### src/rtl/uart_irq_pkg.sv
package uart_irq_pkg;
    typedef enum logic {
        FLG_IDLE = 1'b0,
        FLG_PEND = 1'b1
    } flag_state_e;

    localparam int NUM_FLAGS  = 5;
    localparam int NUM_CAUSES = 3;

    localparam int BIT_TXE = 0;
    localparam int BIT_RXF = 1;
    localparam int BIT_OVR = 2;
    localparam int BIT_FRM = 3;
    localparam int BIT_PAR = 4;

    localparam int EN_TXE = 0;
    localparam int EN_RXF = 1;
    localparam int EN_ERR = 2;
endpackage

### src/rtl/uart_irq_flag_cell.sv
module uart_irq_flag_cell
    import uart_irq_pkg::*;
#(
    parameter bit CLR_BY_W1C = 1'b1
) (
    input  logic clk,
    input  logic rst_n,
    input  logic set_i,
    input  logic w1c_i,
    input  logic clr_evt_i,
    output logic flag_o
);
    flag_state_e state_q, state_d;
    logic        clr;

    assign clr = CLR_BY_W1C ? w1c_i : clr_evt_i;

    always_ff @(posedge clk or negedge rst_n) begin
        if (!rst_n) state_q <= FLG_IDLE;
        else        state_q <= state_d;
    end

    always_comb begin
        state_d = state_q;
        unique case (state_q)
            FLG_IDLE: if (set_i)         state_d = FLG_PEND;
            FLG_PEND: if (clr && !set_i) state_d = FLG_IDLE;
            default:                     state_d = FLG_IDLE;
        endcase
    end

    always_comb begin
        flag_o = (state_q == FLG_PEND);
    end

    assert_set_wins_R6: assert property (@(posedge clk) disable iff (!rst_n)
        set_i |=> flag_o);

    assert_clear_R5: assert property (@(posedge clk) disable iff (!rst_n)
        (flag_o && clr && !set_i) |=> !flag_o);
endmodule

### src/rtl/uart_irq_enable_reg.sv
module uart_irq_enable_reg
    import uart_irq_pkg::*;
(
    input  logic                  clk,
    input  logic                  rst_n,
    input  logic                  load_i,
    input  logic [NUM_CAUSES-1:0] data_i,
    output logic [NUM_CAUSES-1:0] en_o
);
    logic [NUM_CAUSES-1:0] en_q;

    always_ff @(posedge clk or negedge rst_n) begin
        if (!rst_n)      en_q <= '0;
        else if (load_i) en_q <= data_i;
    end

    assign en_o = en_q;

    assert_en_hold_R9: assert property (@(posedge clk) disable iff (!rst_n)
        !load_i |=> $stable(en_q));
endmodule

### src/rtl/uart_irq_combine.sv
module uart_irq_combine
    import uart_irq_pkg::*;
(
    input  logic                  clk,
    input  logic                  rst_n,
    input  logic [NUM_FLAGS-1:0]  flags_i,
    input  logic [NUM_CAUSES-1:0] en_i,
    output logic                  irq_o
);
    logic [NUM_CAUSES-1:0] cause;

    always_comb begin
        cause         = '0;
        cause[EN_TXE] = flags_i[BIT_TXE];
        cause[EN_RXF] = flags_i[BIT_RXF];
        cause[EN_ERR] = flags_i[BIT_OVR] | flags_i[BIT_FRM] | flags_i[BIT_PAR];
    end

    assign irq_o = |(cause & en_i);

    assert_masked_R7: assert property (@(posedge clk) disable iff (!rst_n)
        (en_i == '0) |-> !irq_o);

    assert_err_cause_R4: assert property (@(posedge clk) disable iff (!rst_n)
        (en_i[EN_ERR] && (flags_i[BIT_FRM] || flags_i[BIT_PAR])) |-> irq_o);
endmodule

### src/rtl/uart_irq_agg.sv
module uart_irq_agg
    import uart_irq_pkg::*;
#(
    parameter int DATA_W = 8,
    parameter int ADDR_W = 2
) (
    input  logic              clk,
    input  logic              rst_n,
    input  logic              tx_load_i,
    input  logic              rx_push_i,
    input  logic              rx_drained_i,
    input  logic              err_overrun_i,
    input  logic              err_framing_i,
    input  logic              err_parity_i,
    input  logic              wr_en_i,
    input  logic [ADDR_W-1:0] wr_addr_i,
    input  logic [DATA_W-1:0] wr_data_i,
    input  logic [ADDR_W-1:0] rd_addr_i,
    output logic [DATA_W-1:0] rd_data_o,
    output logic              irq_o
);
    localparam logic [ADDR_W-1:0] ADDR_FLAGS = ADDR_W'(0);
    localparam logic [ADDR_W-1:0] ADDR_EN    = ADDR_W'(1);

    logic [NUM_FLAGS-1:0]  set_v;
    logic [NUM_FLAGS-1:0]  w1c_v;
    logic [NUM_FLAGS-1:0]  flags;
    logic [NUM_CAUSES-1:0] en_q;
    logic                  wr_flags;
    logic                  wr_en_reg;

    assign wr_flags  = wr_en_i && (wr_addr_i == ADDR_FLAGS);
    assign wr_en_reg = wr_en_i && (wr_addr_i == ADDR_EN);

    always_comb begin
        set_v          = '0;
        set_v[BIT_TXE] = tx_load_i;
        set_v[BIT_RXF] = rx_push_i;
        set_v[BIT_OVR] = err_overrun_i;
        set_v[BIT_FRM] = err_framing_i;
        set_v[BIT_PAR] = err_parity_i;
        w1c_v          = wr_flags ? wr_data_i[NUM_FLAGS-1:0] : '0;
    end

    for (genvar i = 0; i < NUM_FLAGS; i++) begin : g_flag
        uart_irq_flag_cell #(
            .CLR_BY_W1C(i != BIT_RXF)
        ) u_cell (
            .clk      (clk),
            .rst_n    (rst_n),
            .set_i    (set_v[i]),
            .w1c_i    (w1c_v[i]),
            .clr_evt_i(rx_drained_i),
            .flag_o   (flags[i])
        );
    end

    uart_irq_enable_reg u_en (
        .clk   (clk),
        .rst_n (rst_n),
        .load_i(wr_en_reg),
        .data_i(wr_data_i[NUM_CAUSES-1:0]),
        .en_o  (en_q)
    );

    uart_irq_combine u_comb (
        .clk    (clk),
        .rst_n  (rst_n),
        .flags_i(flags),
        .en_i   (en_q),
        .irq_o  (irq_o)
    );

    always_comb begin
        rd_data_o = '0;
        if (rd_addr_i == ADDR_FLAGS)   rd_data_o = DATA_W'(flags);
        else if (rd_addr_i == ADDR_EN) rd_data_o = DATA_W'(en_q);
    end

    assert_tx_irq_R2: assert property (@(posedge clk) disable iff (!rst_n)
        (tx_load_i && en_q[EN_TXE] && !wr_en_reg) |=> irq_o);

    assert_rx_hold_R3: assert property (@(posedge clk) disable iff (!rst_n)
        (flags[BIT_RXF] && !rx_drained_i) |=> flags[BIT_RXF]);
endmodule

### config.mk
export PLATFORM = sky130hd
export DESIGN_NAME = uart_irq_agg
export DESIGN_NICKNAME = d
export VERILOG_FILES = /design/src/rtl/uart_irq_pkg.sv /design/src/rtl/uart_irq_flag_cell.sv /design/src/rtl/uart_irq_enable_reg.sv /design/src/rtl/uart_irq_combine.sv /design/src/rtl/uart_irq_agg.sv
export SDC_FILE = /design/constraint.sdc
export NUM_CORES = 1
export LEC_CHECK = 0
export ABC_AREA = 1
export BUFFER_PORTS_ARGS = -buffer_cell sky130_fd_sc_hd__buf_2
export CAP_MARGIN = 40
export CORE_MARGIN = 1.5
export CORE_UTILIZATION = 35
export DETAILED_ROUTE_END_ITERATION = 10
export PLACE_DENSITY = 0.75
export SETUP_SLACK_MARGIN = 0.02
export SLEW_MARGIN = 20
export SYNTH_ARGS = -nofsm -noshare
export SYNTH_HDL_FRONTEND = slang
export SYNTH_SLANG_ARGS = --single-unit
### constraint.sdc
create_clock -name clk -period 0.8 [get_ports clk]
set_clock_uncertainty 0.1 [all_clocks]
set_input_delay 0.08 -clock clk [delete_from_list [all_inputs] [get_ports clk]]
set_output_delay 0.08 -clock clk [all_outputs]
set_load 0.01 [all_outputs]
# == Word-level counts from Yosys, hierarchy flattened ==
# Index checks and enable logic that the tools add are counted.
# op_classes
n_bitwise,8
n_eq_ne,2
reduce_logical,15
muxes,18
# ops
cell,count
1-bit 2-to-1 mux,10
5-bit 2-to-1 mux,2
1-bit case mux with 2 select lines,5
1-bit logical AND,7
1-bit logical NOT,5
1-bit inverter,5
"2-bit by 1-bit == test with 1-bit output, second input constant",2
2-bit logical NOT,2
3-bit AND,1
3-bit 2-to-1 mux,1
3-bit OR reduction,1
1-bit bitwise OR,2
# word_totals
register_bits,8
wordCells,49

# == Depth between registers and ports, before layout ==
# depth
depth_word,6
ltp_mapped,4
depth_no_buf,4

# == By module ==
# From an unflattened synthesis, not the netlist that was laid out.
# unflattened
cells_unflattened,81
area_unflattened_um2,494.2
# by_module_without_submodules
mod,seq_area_each_um2,cells_each,n_inst,area_each_um2
uart_irq_flag_cell,25.0,5,5,40.0
uart_irq_agg,0.0,34,1,147.6
uart_irq_enable_reg,75.1,13,1,112.6
uart_irq_combine,0.0,9,1,33.8

# == Least setup slack after synthesis ==
# No wires, ideal clock.
# synth_timing
path_kind,register to output
start,register g_flag[2].u_cell.state_q
end,output irq_o
setup_slack_ps,-6
required_ps,620
arrival_ps,626
path_buffers,0
path_stages_with_launch,5
cell_sequence,dfrtp_1 inv_1 nand3_1 nand2_1 nand2_1
# synth_via
elab_chain_cells,4
# synth_rtl
item,line,text
"start, declared",uart_irq_flag_cell.sv:13,"flag_state_e state_q, state_d;"
"start signal, assigned",uart_irq_flag_cell.sv:20,else state_q <= state_d;
1-bit bitwise OR (2 in a row),uart_irq_combine.sv:16,cause[EN_ERR] = flags_i[BIT_OVR] | flags_i[BIT_FRM] | flags_i[BIT_PAR];
3-bit AND,uart_irq_combine.sv:19,assign irq_o = |(cause & en_i);
3-bit OR reduction,uart_irq_combine.sv:19,
"end, declared",uart_irq_agg.sv:20,output logic irq_o
# Every way passes these cells.

# == Final worst setup path ==
# Same ends and word-level chain as after synthesis.

==> impl_metrics.json <==
{
  "ant_nets": 0,
  "routed_wl_um": 1080,
  "cp-end-kind": "primary output",
  "drc": 0,
  "hold_start": "rx_push_i",
  "setup-violations-final": 13,
  "slew_violations": 0,
  "start_util_pct": 36.7,
  "layout_common_cells": "buf_2, inv_1, nand2_1",
  "dp_hpwl_um": 796,
  "diodes": 0,
  "avgSynthCellArea_um2": 7.49,
  "area_growth_pct": 67.9,
  "wire_per_inst_um": 9.05,
  "crit_arrival_ps": 1010,
  "clkSinkCount": 8,
  "insertion_delay_ps": 250,
  "rows": 13,
  "mostFrequentLayoutCell": "buf_2",
  "period_needed_ps": 1190,
  "nNetsFinal": 127,
  "maxCapViolCount": 0,
  "start_kind": "flip-flop",
  "grt_pass1_vias": 463,
  "hp-class": "in2reg",
  "final_core_util_pct": 61.6,
  "fin_ws_ps": -386,
  "synthesis.instances": 63,
  "vdd_drop_max_uv": 770,
  "regToRegStartpoint": "u_en.en_o[2]",
  "root_buffer": "clkbuf_4",
  "drt-vias-per-instance": 4.39,
  "final_cell_area_um2": 792,
  "dr.pass1.iters": 4,
  "critPathMaxFanout": 2,
  "ys_ff_latch": 8,
  "outcome": "finished, violations left",
  "placed_cells": 107,
  "antenna_found_initial": 0,
  "io_buffers": 23,
  "io_pins": 30,
  "grt-ovfl-total": 0,
  "dpl_cell_area_um2": 651,
  "die_h_um": 39.7,
  "power.total_mw": 1.13,
  "holdWs_ps": -79.7,
  "syn-cell-area_um2": 472,
  "hold_violations": 3,
  "fmaxAchievable_mhz": 843,
  "num_vias": 522,
  "htree_num_levels": 1,
  "numCtsBuffers": 3,
  "postCtsHoldBufs": 7,
  "gp_congestion": 0.675,
  "grt_use_total_pct": 16.3,
  "p_leak_nw": 0.459,
  "cp.required_ps": 620,
  "yosysWarnings": 0,
  "fin_crit_sh_pct": 148,
  "grt_max_degree": 9,
  "grt_pass1_wl_um": 1670,
  "yosysUniqueCellTypes": 13,
  "clk_pin_slew_ps": 50,
  "pre_cts_ws_ps": -123,
  "rsz0062_at_grt": "true",
  "fin_cells": 119,
  "drtIter0Drc": 5,
  "cts_tree": "done",
  "yosysSeqAreaShare_pct": 42.4,
  "crit_type": "reg2out",
  "clock_path_buffers": 2,
  "critPathLaunch": "g_flag[2].u_cell.flag_o",
  "power_density_nw_per_um2": 1420,
  "core_area_um2": 1280,
  "die_w_um": 39.7,
  "failed_checks": "hold timing, setup timing",
  "layout-drive-gt1-share_pct": 50.0,
  "dieArea_um2": 1580
}
## cells in the mapped netlist
cell | number | area (µm²)
buf_4 | 3 | 22.5
conb_1 | 1 | 3.75
dfrtp_1 | 8 | 200
inv_1 | 15 | 56.3
nand2_1 | 16 | 60.1
nand3_1 | 8 | 40.0
nand3_4 | 1 | 17.5
nor2_1 | 2 | 7.51
nor2_2 | 1 | 6.26
o21ai_1 | 3 | 15.0
o21ai_2 | 3 | 26.3
o21bai_1 | 1 | 7.51
or2_4 | 1 | 8.76
## worst paths after layout
path / to / slack (ps) / cells past startpoint
worst min-delay path: g_flag[1].u_cell.flag_o / -80 / 2
worst max register to register: u_en.en_o[2] / -150 / 4
worst max-delay path: irq_o / -390 / 5
max in group asynchronous: u_en.en_o[0] / 330 / 2
worst min register to register: g_flag[1].u_cell.flag_o / 460 / 2
min in group asynchronous: g_flag[4].u_cell.flag_o / 100 / 2
## cells by family (layout without fill, tap and decap cells)
family                 count (synthesis)  in the layout  synth area share, %
and+or+nand+nor                       29             29                 29.7
other                                  1              3                0.795
DFF                                    8              8                 42.4
AOI/OAI and AO/OA                      7              7                 10.3
buffers and inverters                 18             57                 16.7
## report_power, final
group          internal [mW]  switching, mW
clock network          0.171          0.133
logic                  0.198          0.152
registers              0.440         0.0305
total                  0.810          0.316
## critical path: stages, from the launching register on
cell,delay [ps]
dfrtp_1,390
inv_2,80
nand3_2,70
nand2_2,60
nand2_2,40
buf_6,110
## state kept, by name, summed over array words and instances, names as in the netlist
| register | count |
|---|---|
| u_en.en_o | 3 |
| g_flag.u_cell.flag_o | 5 |
## what timing repair did
item / 4_1_cts / 5_1_grt
setup endpoints to repair: 12 / 14
gates resized for setup: 1 / 8
pin swaps: 13 / 5
hold endpoints to repair: 16 / 3
setup buffers: 5 / 3
## final cells by class
class,count,area (µm²)
sequential,8,200
timing repair buffer,39,267
multi-input combinational,39,228
fill,114,493
tap,15,18.8
inverter,15,56.3
clock buffer,3,22.5
## layer usage
layer,vias to the layer above,GRT usage [%],share of wire (%)
met4,0,10.3,0.65
li1,267,-,-
met5,-,0,0
met1,233,17.0,41
met3,2,3.41,5.9
met2,20,29.1,52
## per-stage QoR
stage	hold slack [ps]	setup TNS, ps
6_report	-79.7	-2170
5_1_grt	-80.0	-2730
4_1_cts	-87.4	-2060
3_5_place_dp	-167	-649
3_3_place_gp	-170	-550
2_1_floorplan	-316	0
Note: power is estimated with default switching activity, not from simulation.
